==> src/rtl/sdw_pkg.sv <==
package sdw_pkg;

    // {cs_n, ras_n, cas_n, we_n}
    typedef enum logic [3:0] {
        CMD_SREF = 4'b0001,
        CMD_PRE  = 4'b0010,
        CMD_ACT  = 4'b0011,
        CMD_WR   = 4'b0100,
        CMD_NOP  = 4'b0111
    } sdw_cmd_e;

    typedef enum logic [3:0] {
        ST_IDLE,
        ST_PRE,
        ST_TRP,
        ST_ACT,
        ST_TRCD,
        ST_WR,
        ST_SPRE,
        ST_STRP,
        ST_SENT,
        ST_SELF
    } sdw_state_e;

endpackage

==> src/rtl/sdw_row_table.sv <==
module sdw_row_table #(
    parameter int BA_W = 2,
    parameter int RB   = 13
) (
    input  logic            clk,
    input  logic            rst_n,
    input  logic [BA_W-1:0] look_bank,
    output logic            look_valid,
    output logic [RB-1:0]   look_row,
    input  logic            open_en,
    input  logic [BA_W-1:0] open_bank,
    input  logic [RB-1:0]   open_row,
    input  logic            close_en,
    input  logic [BA_W-1:0] close_bank,
    input  logic            clear_all
);
    localparam int NB = 1 << BA_W;

    logic [NB-1:0] valid_vec;
    logic [RB-1:0] row_vec [NB];

    for (genvar g = 0; g < NB; g++) begin : g_bank
        logic          v_q;
        logic [RB-1:0] r_q;

        always_ff @(posedge clk) begin
            if (!rst_n) begin
                v_q <= 1'b0;
                r_q <= '0;
            end else if (clear_all || (close_en && close_bank == BA_W'(g))) begin
                v_q <= 1'b0;
            end else if (open_en && open_bank == BA_W'(g)) begin
                v_q <= 1'b1;
                r_q <= open_row;
            end
        end

        assign valid_vec[g] = v_q;
        assign row_vec[g]   = r_q;
    end

    assign look_valid = valid_vec[look_bank];
    assign look_row   = row_vec[look_bank];
endmodule

==> src/rtl/sdw_gap_cnt.sv <==
module sdw_gap_cnt #(
    parameter int CW = 4
) (
    input  logic          clk,
    input  logic          rst_n,
    input  logic          start,
    input  logic [CW-1:0] len,
    output logic          expired
);
    // A gap of len cycles between commands means len-1 wait states;
    // the wait state in which the count is zero is the last one.
    localparam logic [CW-1:0] TWO = CW'(2);

    logic [CW-1:0] cnt_q;

    always_ff @(posedge clk) begin
        if (!rst_n) begin
            cnt_q <= '0;
        end else if (start) begin
            cnt_q <= (len > TWO) ? len - TWO : '0;
        end else if (cnt_q != '0) begin
            cnt_q <= cnt_q - CW'(1);
        end
    end

    assign expired = (cnt_q == '0);
endmodule

==> src/rtl/sdram_wr_seq.sv <==
module sdram_wr_seq
    import sdw_pkg::*;
#(
    parameter int BA_W = 2,
    parameter int RB   = 13,
    parameter int CB   = 8,
    parameter int DW   = 16,
    parameter int CW   = 4
) (
    input  logic                   clk,
    input  logic                   rst_n,
    input  logic                   req_valid,
    input  logic                   req_seq,
    input  logic [BA_W+RB+CB-1:0]  req_addr,
    input  logic [DW-1:0]          req_data,
    input  logic [CW-1:0]          cfg_trp,
    input  logic [CW-1:0]          cfg_trcd,
    input  logic                   sr_mode,
    output logic                   req_ready,
    output logic                   sd_clk_en,
    output logic                   sd_cke,
    output logic                   sd_cs_n,
    output logic                   sd_ras_n,
    output logic                   sd_cas_n,
    output logic                   sd_we_n,
    output logic [BA_W-1:0]        sd_ba,
    output logic [RB-1:0]          sd_a,
    output logic [DW-1:0]          sd_dq
);
    localparam int              AP_BIT = 10;
    localparam logic [CW-1:0]   ONE    = CW'(1);

    sdw_state_e state_q, state_d;
    sdw_cmd_e   cmd;

    logic [CB-1:0]   req_col;
    logic [RB-1:0]   req_row;
    logic [BA_W-1:0] req_bank;
    logic            look_valid;
    logic [RB-1:0]   look_row;
    logic            last_max_q;
    logic            started_q;
    logic            crossing;
    logic            hit;
    logic            gap_start;
    logic [CW-1:0]   gap_len;
    logic            gap_expired;

    assign req_col  = req_addr[CB-1:0];
    assign req_row  = req_addr[CB +: RB];
    assign req_bank = req_addr[CB+RB +: BA_W];

    sdw_row_table #(.BA_W(BA_W), .RB(RB)) u_rows (
        .clk        (clk),
        .rst_n      (rst_n),
        .look_bank  (req_bank),
        .look_valid (look_valid),
        .look_row   (look_row),
        .open_en    (state_q == ST_ACT),
        .open_bank  (req_bank),
        .open_row   (req_row),
        .close_en   (state_q == ST_PRE),
        .close_bank (req_bank),
        .clear_all  (state_q == ST_SPRE)
    );

    assign gap_start = (state_q == ST_PRE) || (state_q == ST_ACT) || (state_q == ST_SPRE);
    assign gap_len   = (state_q == ST_ACT) ? cfg_trcd : cfg_trp;

    sdw_gap_cnt #(.CW(CW)) u_gap (
        .clk     (clk),
        .rst_n   (rst_n),
        .start   (gap_start),
        .len     (gap_len),
        .expired (gap_expired)
    );

    assign crossing = req_seq && last_max_q;
    assign hit      = look_valid && (look_row == req_row) && !crossing;

    // state register
    always_ff @(posedge clk) begin
        if (!rst_n) begin
            state_q    <= ST_IDLE;
            last_max_q <= 1'b0;
            started_q  <= 1'b0;
        end else begin
            state_q <= state_d;
            if (cmd == CMD_WR) begin
                last_max_q <= (req_col == {CB{1'b1}});
            end
            if (state_q == ST_IDLE && (req_valid || sr_mode)) begin
                started_q <= 1'b1;
            end
        end
    end

    // next state
    always_comb begin
        state_d = state_q;
        unique case (state_q)
            ST_IDLE: begin
                if (sr_mode) begin
                    state_d = ST_SPRE;
                end else if (req_valid && !hit) begin
                    state_d = look_valid ? ST_PRE : ST_ACT;
                end
            end
            ST_PRE:  state_d = (cfg_trp > ONE) ? ST_TRP : ST_ACT;
            ST_TRP:  if (gap_expired) state_d = ST_ACT;
            ST_ACT:  state_d = (cfg_trcd > ONE) ? ST_TRCD : ST_WR;
            ST_TRCD: if (gap_expired) state_d = ST_WR;
            ST_WR:   state_d = ST_IDLE;
            ST_SPRE: state_d = (cfg_trp > ONE) ? ST_STRP : ST_SENT;
            ST_STRP: if (gap_expired) state_d = ST_SENT;
            ST_SENT: state_d = ST_SELF;
            ST_SELF: if (!sr_mode) state_d = ST_IDLE;
            default: state_d = ST_IDLE;
        endcase
    end

    // outputs
    always_comb begin
        cmd       = CMD_NOP;
        sd_ba     = '0;
        sd_a      = '0;
        sd_dq     = '0;
        req_ready = 1'b0;
        unique case (state_q)
            ST_IDLE: begin
                if (!sr_mode && req_valid && hit) begin
                    cmd       = CMD_WR;
                    sd_ba     = req_bank;
                    sd_a      = RB'(req_col);
                    sd_dq     = req_data;
                    req_ready = 1'b1;
                end
            end
            ST_PRE: begin
                cmd   = CMD_PRE;
                sd_ba = req_bank;
            end
            ST_ACT: begin
                cmd   = CMD_ACT;
                sd_ba = req_bank;
                sd_a  = req_row;
            end
            ST_WR: begin
                cmd       = CMD_WR;
                sd_ba     = req_bank;
                sd_a      = RB'(req_col);
                sd_dq     = req_data;
                req_ready = 1'b1;
            end
            ST_SPRE: begin
                cmd          = CMD_PRE;
                sd_a[AP_BIT] = 1'b1;
            end
            ST_SENT: cmd = CMD_SREF;
            ST_TRP, ST_TRCD, ST_STRP, ST_SELF: cmd = CMD_NOP;
            default: cmd = CMD_NOP;
        endcase
    end

    assign {sd_cs_n, sd_ras_n, sd_cas_n, sd_we_n} = cmd;
    assign sd_cke    = !((state_q == ST_SENT) || (state_q == ST_SELF));
    assign sd_clk_en = started_q && (state_q != ST_SELF);
endmodule

==> config.mk <==
export PLATFORM = sky130hd
export DESIGN_NAME = sdram_wr_seq
export DESIGN_NICKNAME = d
export VERILOG_FILES = /design/src/rtl/sdw_pkg.sv /design/src/rtl/sdw_row_table.sv /design/src/rtl/sdw_gap_cnt.sv /design/src/rtl/sdram_wr_seq.sv
export SDC_FILE = /design/constraint.sdc
export NUM_CORES = 1
export LEC_CHECK = 0
export ABC_CLOCK_PERIOD_IN_PS = 2600
export BUFFER_PORTS_ARGS = -buffer_cell sky130_fd_sc_hd__buf_2
export CAP_MARGIN = 20
export CELL_PAD_IN_SITES_DETAIL_PLACEMENT = 1
export CELL_PAD_IN_SITES_GLOBAL_PLACEMENT = 1
export CORE_ASPECT_RATIO = 1.5
export CORE_MARGIN = 2
export CORE_UTILIZATION = 36
export DETAILED_ROUTE_END_ITERATION = 16
export MAX_ROUTING_LAYER = met4
export PLACE_DENSITY = 0.86
export SLEW_MARGIN = 25
export SYNTH_ARGS = -nofsm -noshare
export SYNTH_HDL_FRONTEND = slang
export SYNTH_SLANG_ARGS = --single-unit
==> constraint.sdc <==
create_clock -name clk -period 2.6 [get_ports clk]
set_input_delay 0.39 -clock clk [delete_from_list [all_inputs] [get_ports clk]]
set_output_delay 0.39 -clock clk [all_outputs]
set_load 0.03 [all_outputs]
* Word level (Yosys, flattened, before mapping)
Index checks and enable logic that the tools add are counted.
** Storage, ports and cells
- Register bits :: 66
- Word-level logic and storage cells :: 122
- Output and inout bits :: 38
- Input port bits :: 52
** Cells by class
- $add $sub $neg :: 2
- $lt $le $gt $ge :: 5
- Bitwise logic cells :: 6
- Reductions and logical operators :: 44
- Mux-type cells :: 32
- Equal/unequal tests :: 21
** Operator list (count)
- $mux 4 :: 11
- $pmux 4 s9 :: 1
- $pmux 16 s2 :: 1
- $pmux 10 s3 :: 1
- $bmux 13 s2 :: 1
- $mux 13 :: 2
- $eq 4x3->1 const B :: 5
- $logic_and 1x1->1 :: 16
- $mux 16 :: 1
- $pmux 3 s5 :: 1
- $eq 13x13->1 :: 1
- $reduce_or 2->1 :: 5
- $eq 4x2->1 const B :: 2
- $eq 4x4->1 const B :: 2
- $eq 8x8->1 const B :: 1
- $gt 4x1->1 const B :: 2
- $logic_not 4->1 :: 2
- $logic_or 1x1->1 :: 8
- $mux 8 :: 1
- $ne 2x2->1 const B :: 4
- $pmux 2 s2 :: 2
- $reduce_and 2->1 :: 4
- $mux 2 :: 3
- $not 1->1 :: 5
- 21 further kinds :: 28

* Longest topological paths before layout
- Depth after elaboration :: 12
- Mapped depth :: 11
- Gate-level depth less buffers :: 9

* Modules after synthesis
A second synthesis with hierarchy kept.
** Unflattened totals
- Cells, all modules :: 397
- Area, all modules :: 3749.8 sq um
** By module, submodules not included
- sdw_row_table :: area an instance 2408.6 sq um, seq. area each 1121.1 sq um, cells each 224, times used 1
- sdram_wr_seq :: area an instance 1059.8 sq um, seq. area each 120.1 sq um, cells each 143, times used 1
- sdw_gap_cnt :: area an instance 281.5 sq um, seq. area each 80.1 sq um, cells each 30, times used 1

* Worst setup path before layout
No wires, ideal clock.
- Kind :: input to output
- Start :: input req_addr[21]
- End :: output sd_ba[0]
- Arrival time :: 2827 ps
- Path buffers :: 3
- Path slack :: -617 ps
- Data required time :: 2210 ps
- Cell stages on the path :: 10
- Cells stage by stage :: buf_6 buf_8 buf_2 mux2i_1 xor2_1 nand3_1 a211oi_2 nand4_4 o31a_1 nor3b_1
** On the way
- Longest elaborated chain between the ends :: 10
** Ends and longest elaborated chain
- start: declaration :: RTL line sdram_wr_seq.sv:14 : input logic [BA_W+RB+CB-1:0] req_addr,
- $not 2->3 (not written as such) :: RTL line sdw_row_table.sv:43 : assign look_row = row_vec[look_bank];
- $bmux 13 s2 :: RTL line sdw_row_table.sv:43
- $mux 13 (not written as such) (2 in series) :: RTL line sdw_row_table.sv:43
- $eq 13x13->1 :: RTL line sdram_wr_seq.sv:79 : assign hit = look_valid && (look_row == req_row) && !crossing;
- $logic_and 1x1->1 (2 in series) :: RTL line sdram_wr_seq.sv:79
- $logic_and 1x1->1 :: RTL line sdram_wr_seq.sv:131 : if (!sr_mode && req_valid && hit) begin
- $mux 2 :: RTL line sdram_wr_seq.sv:131
- $pmux 2 s2 * :: RTL line sdram_wr_seq.sv:129 : unique case (state_q)
- end: declaration :: RTL line sdram_wr_seq.sv:26 : output logic [BA_W-1:0] sd_ba,
Mark *: on every way between the ends. The rest lies on a longest branch, timed or not. The select of a mux whose other input is x is not followed.

* Final worst setup path
- Start :: register u_rows.g_bank[0].r_q[8]
- End :: output sd_a[2]
** On the way
- Longest elaborated chain between the ends :: 9
** Ends and longest elaborated chain
- start: declaration :: RTL line sdw_row_table.sv:24 : logic [RB-1:0] r_q;
- start signal: assignment :: RTL line sdw_row_table.sv:34 : r_q <= open_row;
- $bmux 13 s2 :: RTL line sdw_row_table.sv:43
- $mux 13 (not written as such) (2 in series) :: RTL line sdw_row_table.sv:43
- $eq 13x13->1 :: RTL line sdram_wr_seq.sv:79
- $logic_and 1x1->1 (2 in series) :: RTL line sdram_wr_seq.sv:79
- $logic_and 1x1->1 :: RTL line sdram_wr_seq.sv:131
- $mux 8 :: RTL line sdram_wr_seq.sv:131
- $pmux 10 s3 :: RTL line sdram_wr_seq.sv:129
- end: declaration :: RTL line sdram_wr_seq.sv:27 : output logic [RB-1:0] sd_a,
No other way between the ends. The select of a mux whose other input is x is not followed.

==> reports/results.ini <==
[run_status]
status = finished, violations left
violations = setup timing

[sta]
finalCritPeriodShare_pct = 120.0
rsz0062_at_grt = yes
slew-limit-headroom_pct = 48.71
max_freq_ghz = 0.3206
final_hold_viol_count = 0
fin_worst_skew_ns = 0.004554
min_period_ns = 3.120
drv_slew = 0
setup_violations = 29
setup_slack_ns = -0.5196
worst_pin_slew_ns = 0.7672

[power_and_ir_drop]
p_clk_share_pct = 29.5
seqPwrFrac_pct = 29.5
ir_drop_mv = 0.3066
powerDensity_nw_per_um2 = 773.1
p_sw_mw = 1.579
swShare_pct = 38.84
combinationalPowerShare_pct = 41.0
power.internal_mw = 2.486
p_leak_nw = 2.084

[critical_path]
reg2reg_depth = 9
path_max_fanout = 25
r2r_slack_ns = 0.03
startpoint = u_rows.g_bank[0].r_q[8]$_SDFFE_PN0P_
cp-endpoint = sd_a[2]
required_ns = 2.21
startpoint_type = register
worstPathCellList = mux4_2, xnor2_2, nand2_2, nor4_4, nand4_4, o21ai_4, buf_12, a32o_2, buf_6
reg2reg_to = last_max_q$_SDFFE_PN0N_
slowest_delay_ns = 0.48
crit_slowest_cell = mux4_2
worst_ep_arrival_time_ns = 2.73
path_class = reg -> out
end_kind = primary output
r2r_start = u_rows.g_bank[0].r_q[8]$_SDFFE_PN0P_

[yosys]
syn-num-nets = 546
synth_area_leader_cell = dfxtp_1
synth_edf_count = 0
syn-cell-area_sq_um = 3955
ys_top_cells_by_area = dfxtp_1, nand2_1, a21boi_0
synth_flop_cell = dfxtp_1
syn_area_per_cell_sq_um = 8.039
syn_inst = 492
yosysSeqAreaShare_pct = 33.41
yosysUniqueCellTypes = 52
yosysWarnings = 0
synth.top_cell.area_share_pct = 33.41
yosysMostFrequentCell = nand2_1
synth-seq-cells = 66
async_flop_share_pct = 0
yosys-top-cells-count = nand2_1, dfxtp_1, a21boi_0, clkbuf_1, nor2_1

[layout]
fill_cells = 1281
finalNetCount = 636
layout.cells.non_filler = 731
drive_above_1_share_pct = 31.40
synthToLayoutAreaGrowth_pct = 32.93

[clock_tree]
clock-sinks = 66
cts_tree = built
ctsLongestPathBuffers = 2
cts_buffers = 9
cts-root-buf = clkbuf_16
clk_pin_slew_worst_paths_ns = 0.05
htree_levels = 3
clk_latency_ns = 0.33

[floorplanning]
die_y_um = 132.4
pin_count = 90
dieArea_sq_um = 11860
rows = 46
die_w_um = 89.58
core_sq_um = 10650
start_util_pct = 37.14

[flow_run]
cap_violations = 0

[placement]
dp.cells = 711
hpwlAfterDp_mm = 9.803
pre_cts_ws_ns = -0.6836
gp_congestion = 0.8610
port_buffers = 88

[grt]
first_global_vias = 4478
grt_pass1_wl_mm = 22.25
antenna_found_initial = 1
grt_util_all_layers_pct = 25.25
grt_max_degree = 53
grt.overflow.total = 0

[route]
drc_errors = 0
via_per_inst = 5.572
vias = 4073
routed_wirelength_mm = 14.44
drtPass1Iterations = 4
wl_per_cell_um = 19.75
drt.antenna.violating_nets = 0
drtIter0Drc = 271

[min_path]
worstHoldPathType = in -> reg

worst max-delay path: cells and delay by family, from the launching register on:
kind,cells,cell delay (ns)
simple gates,3,0.69
mux,1,0.48
flops,1,0.32
buf+inv,2,0.31
compound gates,2,0.41
xor+xnor,1,0.18
how the worst min path moves through the flow:
| stage | start | end | slack (ns) | cells past startpoint |
|---|---|---|---|---|
| finish | req_addr[17] | u_rows.g_bank[1].r_q[9]$_SDFFE_PN0P_ | 0.38 | 3 |
| global route | req_addr[17] | u_rows.g_bank[1].r_q[9]$_SDFFE_PN0P_ | 0.40 | 3 |
| floorplan | u_rows.g_bank[2].v_q$_SDFFE_PP0P_ | u_rows.g_bank[2].v_q$_SDFFE_PP0P_ | 0.43 | 2 |
| global placement | u_rows.g_bank[3].r_q[6]$_SDFFE_PN0P_ | u_rows.g_bank[3].r_q[6]$_SDFFE_PN0P_ | 0.45 | 2 |
| CTS | req_addr[11] | u_rows.g_bank[0].r_q[3]$_SDFFE_PN0P_ | 0.37 | 3 |
| detailed placement | u_rows.g_bank[1].r_q[10]$_SDFFE_PN0P_ | u_rows.g_bank[1].r_q[10]$_SDFFE_PN0P_ | 0.46 | 2 |
cell families (layout without fill, tap and decap cells):
family                     Yosys count  count (layout)  share of synthesized area [%]
buffers and inverters               50             144                          5.821
AOI/OAI and AO/OA                  112             112                          20.56
and+or+nand+nor                    214             214                          24.80
DFF                                 66              66                          33.41
muxes                               26              26                          10.03
xor gates and xnor gates            21              21                          4.650
other                                1               2                        0.09482
adders and majority gates            2               2                         0.6326
placed cells by master (no fill, tap or decap), types with 4 or more instances in the layout:
| cell type | n |
|---|---|
| a21boi_0 | 53 |
| a21oi_1 | 17 |
| a32o_2 | 8 |
| and3_1 | 5 |
| and3_4 | 15 |
| buf_2 | 59 |
| buf_4 | 32 |
| buf_6 | 29 |
| clkbuf_16 | 9 |
| dfxtp_1 | 64 |
| inv_1 | 8 |
| mux2i_1 | 16 |
| mux4_2 | 8 |
| nand2_1 | 127 |
| nand3_1 | 5 |
| nor2_1 | 26 |
| nor2b_1 | 4 |
| nor3_1 | 5 |
| nor4_1 | 4 |
| o21a_1 | 5 |
| o21ai_0 | 11 |
| or3_1 | 4 |
| xnor2_1 | 6 |
| xnor2_2 | 5 |
| xor2_1 | 10 |
layer usage:
metal  track usage, %  vias to the layer above  part of all wire (%)
met5                -                        -                     0
met4            14.34                        0                   4.8
met3            3.569                       53                   2.9
met2            44.44                      103                    56
met1            25.55                     2036                    36
li1                 -                     1881                     -
metrics by stage:
stage	power (mW)	cell area (sq um)	hold WS, ns	utilization [%]	setup TNS [ns]
5_1_grt	4.258	5258	0.3976	49.38	-16.65
6_report	4.065	5258	0.3796	49.38	-14.21
3_5_place_dp	2.756	4706	0.4571	44.20	-19.07
2_1_floorplan	2.298	4075	0.4331	-	-3.991
4_1_cts	4.033	5190	0.3678	48.74	-15.24
3_3_place_gp	2.680	4706	0.4457	44.20	-16.99
power by group through the flow:
stage / logic [mW] / registers, mW / clock network [mW]
after floorplan: 1.14 / 1.16 / 0
after global placement: 1.47 / 1.21 / 0
after detailed placement: 1.54 / 1.22 / 0
after CTS: 1.62 / 1.19 / 1.22
after global routing: 1.80 / 1.21 / 1.25
final: 1.66 / 1.20 / 1.20
flip-flops by register name, indices dropped and copies added, names as in the netlist:
register,flops
state_q,4
u_rows.g_bank.v_q,4
last_max_q,1
u_gap.cnt_q,4
u_rows.g_bank.r_q,52
started_q,1
area by class of cell:
| type | instances | area, sq um | area share (%) |
|---|---|---|---|
| multi-input combinational | 376 | 2551 | 48.52 |
| sequential | 66 | 1324 | 25.18 |
| timing repair buffer | 121 | 882.1 | 16.78 |
| clock buffer | 13 | 250.2 | 4.760 |
| tap | 144 | 180.2 | 3.427 |
| clock inverter | 2 | 37.54 | 0.7139 |
| inverter | 8 | 30.03 | 0.5712 |
| antenna | 1 | 2.502 | 0.04760 |
timing repair:
action / 4_1_cts / 5_1_grt
setup buffers: 1 / 3
resized for setup: 63 / 11
endpoints found under the setup margin: 29 / 29
pin swaps: 9 / 9
hold buffers: 0 / 0
Note: power is estimated with default switching activity, not from simulation.
